===== src/rtl/mdm_hs_pkg.sv =====
package mdm_hs_pkg;

    typedef enum logic [1:0] {
        ST_IDLE   = 2'd0,
        ST_READY  = 2'd1,
        ST_LOCKED = 2'd2,
        ST_CLEAR  = 2'd3
    } hs_state_e;

    // Bit positions inside the synchroniser bank
    localparam int SB_PWR   = 0;
    localparam int SB_TERM  = 1;
    localparam int SB_SEND  = 2;
    localparam int SB_LOCK  = 3;
    localparam int SB_WIDTH = 4;

endpackage


===== src/rtl/mdm_sync_bank.sv =====
module mdm_sync_bank #(
    parameter int WIDTH  = 4,
    parameter int STAGES = 2
) (
    input  logic             clk,
    input  logic             hold,
    input  logic [WIDTH-1:0] async_in,
    output logic [WIDTH-1:0] sync_out
);

    logic [WIDTH-1:0] stage_q [STAGES];

    generate
        for (genvar s = 0; s < STAGES; s++) begin : g_stage
            if (s == 0) begin : g_first
                always_ff @(posedge clk) begin
                    if (hold) stage_q[0] <= '0;
                    else      stage_q[0] <= async_in;
                end
            end else begin : g_next
                always_ff @(posedge clk) begin
                    if (hold) stage_q[s] <= '0;
                    else      stage_q[s] <= stage_q[s-1];
                end
            end
        end
    endgenerate

    assign sync_out = stage_q[STAGES-1];

endmodule


===== src/rtl/mdm_hold_gen.sv =====
module mdm_hold_gen #(
    parameter int               MODE_W     = 3,
    parameter logic [MODE_W-1:0] RESET_CODE = 3'b001
) (
    input  logic              rst_n,
    input  logic              halt_n,
    input  logic [MODE_W-1:0] mode_sel,
    output logic              hold
);

    logic code_hit;

    always_comb begin
        code_hit = (mode_sel == RESET_CODE);
        hold     = !rst_n || !halt_n || code_hit;
    end

endmodule


===== src/rtl/mdm_hs_fsm.sv =====
module mdm_hs_fsm
    import mdm_hs_pkg::*;
(
    input  logic clk,
    input  logic hold,
    input  logic pwr_ok,
    input  logic term_ready,
    input  logic send_req,
    input  logic link_up,
    output logic dsr_n,
    output logic dcd_n,
    output logic cts_n
);

    hs_state_e state_q, state_d;
    logic      carrier_ok;

    assign carrier_ok = link_up && term_ready;

    // State register
    always_ff @(posedge clk) begin
        if (hold) state_q <= ST_IDLE;
        else      state_q <= state_d;
    end

    // Next-state logic
    always_comb begin
        state_d = state_q;
        unique case (state_q)
            ST_IDLE: begin
                if (pwr_ok) state_d = ST_READY;
            end
            ST_READY: begin
                if (!pwr_ok)         state_d = ST_IDLE;
                else if (carrier_ok) state_d = ST_LOCKED;
            end
            ST_LOCKED: begin
                if (!pwr_ok)          state_d = ST_IDLE;
                else if (!carrier_ok) state_d = ST_READY;
                else if (send_req)    state_d = ST_CLEAR;
            end
            ST_CLEAR: begin
                if (!pwr_ok)          state_d = ST_IDLE;
                else if (!carrier_ok) state_d = ST_READY;
                else if (!send_req)   state_d = ST_LOCKED;
            end
            default: state_d = ST_IDLE;
        endcase
    end

    // Output decode
    always_comb begin
        dsr_n = 1'b1;
        dcd_n = 1'b1;
        cts_n = 1'b1;
        unique case (state_q)
            ST_IDLE: ;
            ST_READY: begin
                dsr_n = 1'b0;
            end
            ST_LOCKED: begin
                dsr_n = 1'b0;
                dcd_n = 1'b0;
            end
            ST_CLEAR: begin
                dsr_n = 1'b0;
                dcd_n = 1'b0;
                cts_n = 1'b0;
            end
            default: ;
        endcase
    end

endmodule


===== src/rtl/modem_ctl_handshake.sv =====
module modem_ctl_handshake
    import mdm_hs_pkg::*;
#(
    parameter int                SYNC_STAGES = 2,
    parameter int                MODE_W      = 3,
    parameter logic [MODE_W-1:0] RESET_CODE  = 3'b001
) (
    input  logic              clk,
    input  logic              rst_n,
    input  logic              halt_n,
    input  logic [MODE_W-1:0] mode_sel,
    input  logic              pwr_ready,
    input  logic              dtr_n,
    input  logic              rts_n,
    input  logic              lock_in,
    output logic              dsr_n,
    output logic              dcd_n,
    output logic              cts_n
);

    logic                hold;
    logic [SB_WIDTH-1:0] raw_vec;
    logic [SB_WIDTH-1:0] syn_vec;

    mdm_hold_gen #(
        .MODE_W     (MODE_W),
        .RESET_CODE (RESET_CODE)
    ) u_hold (
        .rst_n    (rst_n),
        .halt_n   (halt_n),
        .mode_sel (mode_sel),
        .hold     (hold)
    );

    // Inputs are converted to active-high before synchronising
    always_comb begin
        raw_vec          = '0;
        raw_vec[SB_PWR]  = pwr_ready;
        raw_vec[SB_TERM] = !dtr_n;
        raw_vec[SB_SEND] = !rts_n;
        raw_vec[SB_LOCK] = lock_in;
    end

    mdm_sync_bank #(
        .WIDTH  (SB_WIDTH),
        .STAGES (SYNC_STAGES)
    ) u_sync (
        .clk      (clk),
        .hold     (hold),
        .async_in (raw_vec),
        .sync_out (syn_vec)
    );

    mdm_hs_fsm u_fsm (
        .clk        (clk),
        .hold       (hold),
        .pwr_ok     (syn_vec[SB_PWR]),
        .term_ready (syn_vec[SB_TERM]),
        .send_req   (syn_vec[SB_SEND]),
        .link_up    (syn_vec[SB_LOCK]),
        .dsr_n      (dsr_n),
        .dcd_n      (dcd_n),
        .cts_n      (cts_n)
    );

endmodule


===== config.mk =====
export PLATFORM = sky130hd
export DESIGN_NAME = modem_ctl_handshake
export DESIGN_NICKNAME = d
export VERILOG_FILES = /design/src/rtl/mdm_hs_pkg.sv /design/src/rtl/mdm_sync_bank.sv /design/src/rtl/mdm_hold_gen.sv /design/src/rtl/mdm_hs_fsm.sv /design/src/rtl/modem_ctl_handshake.sv
export SDC_FILE = /design/constraint.sdc
export NUM_CORES = 1
export LEC_CHECK = 0
export BUFFER_PORTS_ARGS = -buffer_cell sky130_fd_sc_hd__buf_4
export CAP_MARGIN = 20
export CORE_AREA = 2 2 39 41
export DETAILED_ROUTE_END_ITERATION = 7
export DIE_AREA = 0 0 41 43
export GPL_TIMING_DRIVEN = 1
export PLACE_DENSITY_LB_ADDON = 0.3
export SYNTH_ARGS = -nofsm -noshare
export SYNTH_HDL_FRONTEND = slang
export SYNTH_SLANG_ARGS = --single-unit
export TNS_END_PERCENT = 30

===== constraint.sdc =====
create_clock -name clk -period 0.95 [get_ports clk]
set_clock_uncertainty 0.05 [all_clocks]
set_input_delay 0.1425 -clock clk [delete_from_list [all_inputs] [get_ports clk]]
set_output_delay 0.1425 -clock clk [all_outputs]
set_load 0.01 [all_outputs]

; Yosys cells after proc, flatten, opt, wreduce, memory -nomap -nowiden
; Memory sizes are Yosys's and may differ from the RTL's.
; Cells that the tools add are included.
[word_totals]
memories = 1
output_inout_bits = 3
word_cells = 41
ff_bits = 2
ram_bits = 8
input_bits = 10
[memory_table]
columns = memory, words, word_bits, rd, rd_clocked_by_memory_dff, wr, line_no
row1 = u_sync.stage_q, 2, 4, 2, 0, 2, mdm_sync_bank.sv:11  ; logic [WIDTH-1:0] stage_q [STAGES];
[op_classes]
bitwise = 2
eq_ne = 8
mux = 18
reduce_logical = 11
[op_table]
columns = cell, count
row1 = $mux 2, 9
row2 = $mux 4, 2
row3 = $ne 4x4->1 const B, 2
row4 = $pmux 2 s4, 1
row5 = $mux 1, 6
row6 = $eq 2x2->1 const B, 2
row7 = $logic_not 1->1, 4
row8 = $reduce_and 4->1, 1
row9 = $eq 3x1->1 const B, 1
row10 = $ne 3x2->1 const B, 1
row11 = $reduce_or 3->1, 1
row12 = $eq 2x1->1 const B, 1
row13 = $logic_not 2->1, 1
row14 = $logic_or 1x1->1, 2
row15 = $ne 2x2->1 const B, 1
row16 = $or 1x1->1, 2
row17 = $reduce_or 2->1, 1
row18 = $logic_and 1x1->1, 1

; Longest topological paths before layout
; Gate-level depths: netlist (run 1).
[depth]
depth_word = 6
mapped_depth = 2
mapped_depth_nobuf = 2

; Cells and area by module
; A second synthesis (run 1) with hierarchy kept.
[hier_totals]
hier_cells = 30
area_unflattened_um2 = 329.1
[by_module_without_submodules]
columns = module, area_each_um2, seq_area_each_um2, cells_each, n_inst
row1 = mdm_sync_bank, 210.2, 160.2, 16, 1
row2 = mdm_hs_fsm, 91.3, 40.0, 10, 1
row3 = mdm_hold_gen, 20.0, 0.0, 2, 1
row4 = modem_ctl_handshake, 7.5, 0.0, 2, 1

; Least setup slack after synthesis (run 1)
; OpenSTA, ideal clock, no wires.
[synth_path]
path_type = register to register
startpoint = register u_fsm.state_q[1]
endpoint = register u_fsm.state_q[1]
synth_period_minus_slack_ps = 842
stages_incl_launch_ff = 3
setup_slack_ps = 108
t_arrival_ps = 659
n_path_buf = 0
required_time_ps = 767
setup_ps = 133
cell_sequence = dfxtp_1 -> o211a_1 -> nor3b_1
[synth_via]
elab_chain_len = 3
word_cells_on_any_way = 10
classes_between = eq/ne: 7 / mux: 1 / reduce/logical: 2
[synth_lines]
columns = element, line_no
row1 = "start, declared", mdm_hs_fsm.sv:15  ; hs_state_e state_q, state_d;
row2 = "start signal, assigned", mdm_hs_fsm.sv:23  ; else state_q <= state_d;
row3 = "$eq 2x2->1, or another cell as far along", mdm_hs_fsm.sv:29  ; unique case (state_q)
row4 = "$ne 4x4->1 (no line), or another cell as far along", n/a
row5 = $reduce_and 4->1 (no line), n/a
; Parallel ways exist; a longest one is shown, timed or not.
; A chain may end at the register's enable or synchronous reset.

; Final worst setup path (run 1)
[layout_path]
startpoint = register u_fsm.state_q[1]
endpoint = output port cts_n
[layout_via]
elab_chain_len = 2
[layout_lines]
columns = element, line_no
row1 = $eq 2x2->1, mdm_hs_fsm.sv:56  ; unique case (state_q)
row2 = $mux 1, mdm_hs_fsm.sv:56
row3 = "end, declared", modem_ctl_handshake.sv:18  ; output logic cts_n
; No other way between the ends.

==> metrics.md, run 1 <==
| Metric | Value |
|---|---|
| Status | `finished, violations left` |
| Failing checks | `setup timing` |
| Total GRT Usage | `8.17%` |
| Fillers | `147` |
| Switching power total | `163 uW` |
| Io pins | `13` |
| Area grow syn2layout | `57.6%` |
| Maximum vdd drop | `0.944 mV` |
| Switch share | `18.9%` |
| Arr. time, crit path | `0.81 ns` |
| Routability cong. | `0.637` |
| Pwr/cell area | `1670 nW/um2` |
| Full die area | `1760 um2` |
| Max-slew violation total from the final report | `0` |
| Ratio of cells with drive above 1 in the final layout | `46.8%` |
| Combinational share of power | `7.1%` |
| Least-Margin Pin Slew | `0.248 ns` |
| DR pass1 iterations | `3` |
| # rows | `14` |
| Clock power share | `43.2%` |
| Core area | `1380 um2` |
| Type of the tightest min-delay check | `in -> reg` |
| Post-DP HPWL | `374 um` |
| Post-Syn Area | `328 um2` |
| Register area share after synthesis | `61.1%` |
| Vias in the first global route | `250` |
| Hold_ws | `0.0955 ns` |
| CTS tree | `built` |
| Root Buffer | `clkbuf_4` |
| Crit path required time | `0.76 ns` |
| Cell variety after synth | `10` |
| N_diodes | `0` |
| Post-Syn Instances | `28` |
| Leakage power | `0.217 nW` |
| Die Ht | `43 um` |
| Seq. cell area | `205 um2` |
| First-pass GRT wire length | `903 um` |
| Synth Warn # | `0` |
| Worst setup EP type | `output pin` |
| Final hold violation count | `0` |
| DR WL/cell | `8.86 um` |
| Total vias in the final route | `256` |
| Post-Syn Nets | `38` |
| H-tree levels | `1` |
| Total gr overflow | `0` |
| Count of input and output buffers | `12` |
| CTS Buf Count | `3` |
| Routed wire length | `558 um` |
| Mean Syn Cell Area | `11.7 um2` |
| Die span in x | `41 um` |
| Rel. slew slack | `83.4%` |
| Flop pwr share | `49.6%` |
| Max frequency | `999 MHz` |
| Final ANT Viol Nets | `0` |
| #FFs+latches synth | `10` |
| Clk buf depth | `2` |
| Type of origin of the critical path | `register` |
| Largest net degree at the start of global routing | `11` |
| Vias/cell | `4.06` |
| Max Cap Viol | `0` |
| Initial cell density of the core | `23.7%` |
| Final design utilization | `37.3%` |
| Drc violations | `0` |
| Clk_lat worst skew | `0.26 ns` |
| Minimum clock period | `1.00 ns` |
| Fin crit share | `105%` |
| CTS sink cnt | `10` |
| Postcts setup bufs | `0` |
| Int Power | `699 uW` |
| Crit path kind | `reg -> out` |
| Crit path max fanout | `5` |
| Worst-path clk slew | `0.06 ns` |
| Initial antenna violation count | `0` |
| Final worst slack | `-0.0513 ns` |
| Starting DRT DRC Count | `1` |
| Area of the multi-input gates | `126 um2` |
| RSZ-0062 raised after global routing | `yes` |
| Final net count | `58` |
| Final setup viols | `3` |
[per-layer routing]
| metal | vias up | part of all wire, % | GRT usage, % |
|---|---|---|---|
| met5 | - | 0 | 0 |
| met4 | 0 | 0 | 4.00 |
| met3 | 0 | 7.9 | 7.85 |
| met2 | 8 | 51 | 11.6 |
| met1 | 113 | 41 | 7.52 |
| li1 | 135 | - | - |
[cell usage in the layout, fill, tap and decap left out, types with 2 or more instances in the layout]
cell           count
clkbuf_4           3
dlygate4sd3_1      2
buf_4             11
buf_6              2
nor3_1             2
nor3b_1            7
dfxtp_1            8
nand2_1            3
[synthesized netlist by cell type]
master / n / area share (%)
a211oi_2: 1 / 3.8
dfxtp_1: 10 / 61
inv_1: 1 / 1.1
nand2_1: 3 / 3.4
nand3_1: 1 / 1.5
nor2_1: 1 / 1.1
nor3_1: 2 / 3.1
nor3b_1: 7 / 16
nor3b_4: 1 / 5.7
o211a_1: 1 / 3.1
[final cells by class]
type	count	area share (%)
sequential	10	39.7
multi-input combinational	17	24.5
clock buffer	4	7.02
timing repair buffer	15	24.2
inverter	1	0.726
tap	16	3.87
[flip-flops by register name, indices dropped and copies added, names as in the netlist]
register / count
u_fsm.state_q: 2
u_sync.stage_q: 8
[per-stage QoR]
step	setup WS, ns	setup TNS [ns]	cells	area [um2]	power [mW]
final	-0.0513	-0.130	63	517	0.862
after global routing	-0.107	-0.275	63	517	0.906
after CTS	-0.0618	-0.160	63	510	0.880
after detailed placement	0.0712	0	57	445	0.496
after global placement	0.0577	0	57	445	0.495
after floorplan	0.108	0	28	328	0.458
[critical path, stage by stage, from the launching register on]
cell and delay [ns]:
dfxtp_4 0.37, nand2_1 0.06, buf_6 0.12
[repair_timing]
item | in CTS | in global routing
gates cloned | 0 | 0
resized for setup | 3 | 3
endpoints found under the setup margin | 3 | 3
endpoints found under the hold margin | 2 | 0
hold buffers | 2 | 0
[kinds of logic (layout without fill, tap and decap cells)]
| family | count (synthesis) | count (layout) | share of synthesized area (%) |
|---|---|---|---|
| compound gates | 2 | 2 | 6.87 |
| buf+inv | 1 | 20 | 1.14 |
| simple gates | 15 | 15 | 30.9 |
| flops | 10 | 10 | 61.1 |
[power by group through the flow]
stage	Sequential, mW	Combinational (mW)	Clock [mW]
global placement	0.440	0.0553	0
finish	0.428	0.0616	0.373
CTS	0.430	0.0627	0.387
floorplan	0.439	0.0188	0
detailed placement	0.440	0.0560	0
global route	0.428	0.0675	0.411
[final timing paths]
check,from,cells past startpoint,slack [ns],end
worst max-delay path,u_fsm.state_q[1]$_SDFFE_PP0P_,2,-0.05,cts_n
worst min-delay path,lock_in,2,0.1,u_sync.stage_q[0][3]$_SDFF_PP0_
worst max register to register,u_fsm.state_q[1]$_SDFFE_PP0P_,2,0.07,u_fsm.state_q[1]$_SDFFE_PP0P_
worst min register to register,u_sync.stage_q[0][2]$_SDFF_PP0_,1,0.41,u_sync.stage_q[1][2]$_SDFF_PP0_
No activity file was read; power rests on OpenSTA's default activity.
==> inputs of run 2 (changes only) <==
Settings changed: TNS_END_PERCENT 30 to unset.
==> run 2 against run 1 <==
Sequential power hardly changed. Worst setup slack stayed put. Clock-buffer cell count did not move. Final cell count stayed put. Flip-flop and latch count did not move. Highest routed layer unchanged. Routed wire length unchanged. Via count unchanged. Global-route usage stayed put. The run still ends with setup timing left. Power stayed put. Design area did not move. Maximum frequency is the same. Die area did not move.
==> metrics.md, run 2 (same netlist as run 1, synthesis figures left out) <==
| Metric | Value |
|---|---|
| Status | `finished, violations left (unchanged)` |
| Failing checks | `setup timing (unchanged)` |
| Type of origin of the critical path | `register (unchanged)` |
| Setup TNS | `-0.130 ns (unchanged)` |
| Post-Place Setup Slack | `0.0712 ns (unchanged)` |
| CTS Buf Count | `3 (unchanged)` |
| Pwr/cell area | `1670 nW/um2 (unchanged)` |
| Slowest cell on the critical path | `dfxtp_4 (unchanged)` |
| Rel. slew slack | `83.4% (unchanged)` |
| RSZ-0062 raised after global routing | `yes (unchanged)` |
| Arr. time, crit path | `0.81 ns (about the same)` |
| Hold_ws | `0.0955 ns (unchanged)` |
| Count of input and output buffers | `12 (unchanged)` |
| Final instance area | `517 um2 (unchanged)` |
| Largest net degree at the start of global routing | `11 (unchanged)` |
| Dpl cells | `57 (unchanged)` |
| Initial cell density of the core | `23.7% (unchanged)` |
| DR WL/cell | `8.86 um (unchanged)` |
| Least-Margin Pin Slew | `0.248 ns (unchanged)` |
| Max Cap Viol | `0 (unchanged)` |
| Worst setup EP type | `output pin (unchanged)` |
| Number of flip-flops under the largest register name | `8 (unchanged)` |
| First-pass GRT wire length | `903 um (unchanged)` |
| Crit path max fanout | `5 (unchanged)` |
| Most frequent cells in the layout | `11 x buf_4, 8 x dfxtp_1, 7 x nor3b_1 (unchanged)` |
| H-tree levels | `1 (unchanged)` |
| Max-slew violation total from the final report | `0 (unchanged)` |
| Crit path required time | `0.76 ns (about the same)` |
| Fillers | `147 (unchanged)` |
| Max frequency | `999 MHz (unchanged)` |
| Clk_lat worst skew | `0.26 ns (about the same)` |
| Clk buf depth | `2 (unchanged)` |
| Postcts setup bufs | `0 (unchanged)` |
| Ratio of cells with drive above 1 in the final layout | `46.8% (unchanged)` |
| Die Ht | `43 um (unchanged)` |
| Minimum clock period | `1.00 ns (unchanged)` |
| Crit path cell chain | `nand2_1, buf_6 (unchanged)` |
| Full die area | `1760 um2 (unchanged)` |
| Initial antenna violation count | `0 (unchanged)` |
| Io pins | `13 (unchanged)` |
| Biggest regs | `u_sync.stage_q: 8 flops, u_fsm.state_q: 2 flops (unchanged)` |
| Drc violations | `0 (unchanged)` |
| CTS sink cnt | `10 (unchanged)` |
| Area grow syn2layout | `57.6% (unchanged)` |
| Final net count | `58 (unchanged)` |
| Final ANT Viol Nets | `0 (unchanged)` |
| Total GRT Usage | `8.17% (unchanged)` |
| Maximum vdd drop | `0.944 mV (unchanged)` |
| DR pass1 iterations | `3 (unchanged)` |
| Crit path kind | `reg -> out (unchanged)` |
| # rows | `14 (unchanged)` |
| Worst-path clk slew | `0.06 ns (about the same)` |
| Type of the tightest min-delay check | `in -> reg (unchanged)` |
| Leakage power | `0.217 nW (unchanged)` |
| Starting DRT DRC Count | `1 (unchanged)` |
| Final hold violation count | `0 (unchanged)` |
| Vias in the first global route | `250 (unchanged)` |
| Area after DPL | `445 um2 (unchanged)` |
| CP bufs+invs | `1 (unchanged)` |
| Largest register by flop count | `u_sync.stage_q (unchanged)` |
| Total vias in the final route | `256 (unchanged)` |
| Non-Filler Instances | `63 (unchanged)` |
| Die span in x | `41 um (unchanged)` |
| Top Family by Delay on Critical Path | `flip-flops (unchanged)` |
| Post-DP HPWL | `374 um (unchanged)` |
| Total gr overflow | `0 (unchanged)` |
| Final setup viols | `3 (unchanged)` |
| Largest stage delay, worst path | `0.37 ns (about the same)` |
| Core area | `1380 um2 (unchanged)` |
| Root Buffer | `clkbuf_4 (unchanged)` |
| N_diodes | `0 (unchanged)` |
| Fin crit share | `105% (unchanged)` |
| Routed wire length | `558 um (unchanged)` |
| CTS tree | `built (unchanged)` |
| Most common cell after layout, fill and taps aside | `buf_4 (unchanged)` |
| Routability cong. | `0.637 (unchanged)` |
| Vias/cell | `4.06 (unchanged)` |
| Final worst slack | `-0.0513 ns (unchanged)` |
## run 2: timing repair
action | CTS | global route
hold buffers | 2 | 0
gates resized for setup | 3 | 3
gates cloned | 0 | 0
hold endpoints to repair | 2 | 0
endpoints found under the setup margin | 3 | 3
## run 2: area by class of cell
class / instances / area, um2 / area share, %
Inverter: 1 / 3.75 / 0.726
Tap cell: 16 / 20.0 / 3.87
Multi-Input combinational cell: 17 / 126 / 24.5
Timing Repair Buffer: 15 / 125 / 24.2
Sequential cell: 10 / 205 / 39.7
Clock buffer: 4 / 36.3 / 7.02
## run 2: metal layers
layer  routed length [um]  vias up  GRT usage (%)
met1                  230      113           7.52
met4                    0        0           4.00
met5                    0        -              0
met3                   44        0           7.85
met2                  282        8           11.6
li1                     -      135              -
## run 2: worst paths after layout
check | startpoint | end | slack (ns) | cells past startpoint
setup / recovery | u_fsm.state_q[1]$_SDFFE_PP0P_ | cts_n | -0.05 | 2
hold / removal | lock_in | u_sync.stage_q[0][3]$_SDFF_PP0_ | 0.1 | 2
setup reg to reg | u_fsm.state_q[1]$_SDFFE_PP0P_ | u_fsm.state_q[1]$_SDFFE_PP0P_ | 0.07 | 2
hold reg to reg | u_sync.stage_q[0][2]$_SDFF_PP0_ | u_sync.stage_q[1][2]$_SDFF_PP0_ | 0.41 | 1
## run 2: worst reg2reg max path: stages (launching register included)
cell and delay [ns]:
dfxtp_4 0.36, o211a_1 0.23, nor3b_1 0.14
## run 2: metrics by stage
step	util (%)	power, mW
floorplan	-	0.458
global placement	32.2	0.495
detailed placement	32.2	0.496
CTS	36.9	0.880
global route	37.3	0.906
finish	37.3	0.862
## run 2: power breakdown
part,internal (mW),switching [mW]
Combinational,0.0409,0.0206
Clock,0.233,0.140
Sequential,0.426,0.00209
Total,0.699,0.163
==> inputs of run 3 (changes only) <==
Settings changed: SETUP_SLACK_MARGIN set to 0.3.
==> run 3 against run 2 <==
Sequential share of layout area fell by 0.77 points. Register-to-register slack got worse by 0.10 ns. Global-route usage increased by 0.92 points. Largest power group unchanged. Non-clock buffer count did not move. Critical path depth rose by 1. The run ends with hold timing, setup timing left. Sequential power about the same. Core utilization increased by 0.27 points. Worst hold slack got worse by 0.098 ns. Critical endpoint is now u_fsm.state_q[1]$_SDFFE_PP0P_.
==> metrics.md, run 3 (same netlist as run 1, synthesis figures left out) <==
| Metric | Value |
|---|---|
| Vias/cell | `4.21 (was 4.06)` |
| Largest register by flop count | `u_sync.stage_q (unchanged)` |
| Full die area | `1760 um2 (unchanged)` |
| Die Ht | `43 um (unchanged)` |
| Hold_ws | `-0.00229 ns (was 0.0955 ns)` |
| Crit path kind | `reg -> reg (was reg -> out)` |
| Rel. slew slack | `79.0% (was 83.4%)` |
| N_diodes | `0 (unchanged)` |
| Worst setup EP type | `register (was output pin)` |
| Total GRT Usage | `9.09% (was 8.17%)` |
| # rows | `14 (unchanged)` |
| Pwr/cell area | `1450 nW/um2 (was 1670 nW/um2)` |
| Die span in x | `41 um (unchanged)` |
| Fin crit share | `103% (was 105%)` |
| Max Cap Viol | `0 (unchanged)` |
| Io pins | `13 (unchanged)` |
| Routability cong. | `0.566 (was 0.637)` |
| Post-DP HPWL | `380 um (was 374 um)` |
| RR Endpoint | `u_fsm.state_q[1]$_SDFFE_PP0P_ (unchanged)` |
| Worst-path clk slew | `0.06 ns (about the same)` |
| Initial cell density of the core | `23.7% (unchanged)` |
| Minimum clock period | `0.980 ns (was 1.00 ns)` |
| Number of flip-flops under the largest register name | `8 (unchanged)` |
| Drc violations | `0 (unchanged)` |
| Arr. time, crit path | `1.07 ns (was 0.81 ns)` |
| Crit. Startpoint | `u_fsm.state_q[1]$_SDFFE_PP0P_ (unchanged)` |
| Total vias in the final route | `261 (was 256)` |
| Final ANT Viol Nets | `0 (unchanged)` |
| Core area | `1380 um2 (unchanged)` |
| CTS tree | `built (unchanged)` |
| Final worst slack | `-0.0299 ns (was -0.0513 ns)` |
| Starting DRT DRC Count | `0 (was 1)` |
| Clk_lat worst skew | `0.25 ns (was 0.26 ns)` |
| CTS Buf Count | `3 (unchanged)` |
| Flop-to-flop setup slack | `-0.03 ns (was 0.07 ns)` |
| Max frequency | `1020 MHz (was 999 MHz)` |
| Crit path required time | `1.04 ns (was 0.76 ns)` |
| Initial antenna violation count | `0 (unchanged)` |
| Most frequent cells in the layout | `11 x buf_4, 8 x dfxtp_1, 4 x nor3b_2, 4 x buf_6 (was 11 x buf_4, 8 x dfxtp_1, 7 x nor3b_1)` |
| Count of input and output buffers | `12 (unchanged)` |
| Failing checks | `hold timing, setup timing (was setup timing)` |
| Area grow syn2layout | `58.8% (was 57.6%)` |
| Clk buf depth | `2 (unchanged)` |
| Final Power | `755 uW (was 862 uW)` |
| Type of origin of the critical path | `register (unchanged)` |
| Routed wire length | `524 um (was 558 um)` |
| Leakage power | `0.217 nW (about the same)` |
| CTS sink cnt | `10 (unchanged)` |
| First-pass GRT wire length | `1020 um (was 903 um)` |
| Status | `finished, violations left (unchanged)` |
| Biggest regs | `u_sync.stage_q: 8 flops, u_fsm.state_q: 2 flops (unchanged)` |
| DR pass1 iterations | `1 (was 3)` |
| Vias in the first global route | `255 (was 250)` |
| RSZ-0062 raised after global routing | `yes (unchanged)` |
| Final hold violation count | `1 (was 0)` |
| Ratio of cells with drive above 1 in the final layout | `56.5% (was 46.8%)` |
| R2R cell count | `3 (was 2)` |
| Max-slew violation total from the final report | `0 (unchanged)` |
| Least-Margin Pin Slew | `0.314 ns (was 0.248 ns)` |
| Most common cell after layout, fill and taps aside | `buf_4 (unchanged)` |
| Crit path max fanout | `4 (was 5)` |
| Largest net degree at the start of global routing | `11 (unchanged)` |
| Total gr overflow | `0 (unchanged)` |
| Maximum vdd drop | `0.834 mV (was 0.944 mV)` |
| Final setup viols | `5 (was 3)` |
| H-tree levels | `1 (unchanged)` |
| DR WL/cell | `8.45 um (was 8.86 um)` |
| Type of the tightest min-delay check | `in -> reg (unchanged)` |
| Root Buffer | `clkbuf_4 (unchanged)` |
| Post-Place Setup Slack | `0.0530 ns (was 0.0712 ns)` |
| CP Capture Point | `u_fsm.state_q[1]$_SDFFE_PP0P_ (was cts_n)` |
| Final net count | `58 (unchanged)` |
| Worst reg2reg startpoint | `u_fsm.state_q[1]$_SDFFE_PP0P_ (unchanged)` |
[run 3: worst min path at each step]
stage,startpoint,endpoint,slack (ns),cells after the start
3_3_place_gp,rts_n,u_sync.stage_q[0][2]$_SDFF_PP0_,0.26,2
5_1_grt,dtr_n,u_sync.stage_q[0][1]$_SDFF_PP0_,-0.01,2
3_5_place_dp,rts_n,u_sync.stage_q[0][2]$_SDFF_PP0_,0.26,2
6_report,dtr_n,u_sync.stage_q[0][1]$_SDFF_PP0_,-0.002,2
4_1_cts,dtr_n,u_sync.stage_q[0][1]$_SDFF_PP0_,-0.01,2
2_1_floorplan,dtr_n,u_sync.stage_q[0][1]$_SDFF_PP0_,0.17,1
[run 3: report_power, final]
| group | switching, mW | internal, mW | total (mW) |
|---|---|---|---|
| logic | 0.0219 | 0.0378 | 0.0597 |
| clock network | 0.119 | 0.145 | 0.264 |
| registers | 0.00197 | 0.429 | 0.431 |
| total | 0.143 | 0.612 | 0.755 |
[run 3: per-stage QoR]
| step | utilization, % | TNS, ns | instances | area [um2] |
|---|---|---|---|---|
| 6_report | 37.6 | -0.108 | 62 | 520 |
| 4_1_cts | 35.4 | -0.121 | 61 | 489 |
| 3_3_place_gp | 32.3 | 0 | 57 | 447 |
| 5_1_grt | 37.6 | -0.334 | 62 | 520 |
| 3_5_place_dp | 32.3 | 0 | 57 | 447 |
| 2_1_floorplan | - | 0 | 28 | 329 |
[run 3: final cells by class]
type                            instances  area, um2
Fill cell                             147        863
Clock buffer                            3       22.5
Tap cell                               16       20.0
Inverter                                1       3.75
Sequential cell                        10        203
Multi-Input combinational cell         17        144
Timing Repair Buffer                   15        128
[run 3: timing repair]
item                                   in CTS  in global routing
setup endpoints to repair                   5                  8
gates resized for setup                     4                  5
endpoints found under the hold margin       2                  1
pin swaps                                   0                  1
buffers inserted                            1                  1
[run 3: worst max-delay path, cell delays in order (launching register included)]
cell	delay (ns)
dfxtp_2	0.33
buf_6	0.11
o211a_1	0.23
nor3b_2	0.15
[run 3: per-layer routing]
layer / track usage [%] / wire length (um)
met1: 10.5 / 230
met2: 11.6 / 256
met3: 7.85 / 37
met4: 4.00 / 0
met5: 0 / 0
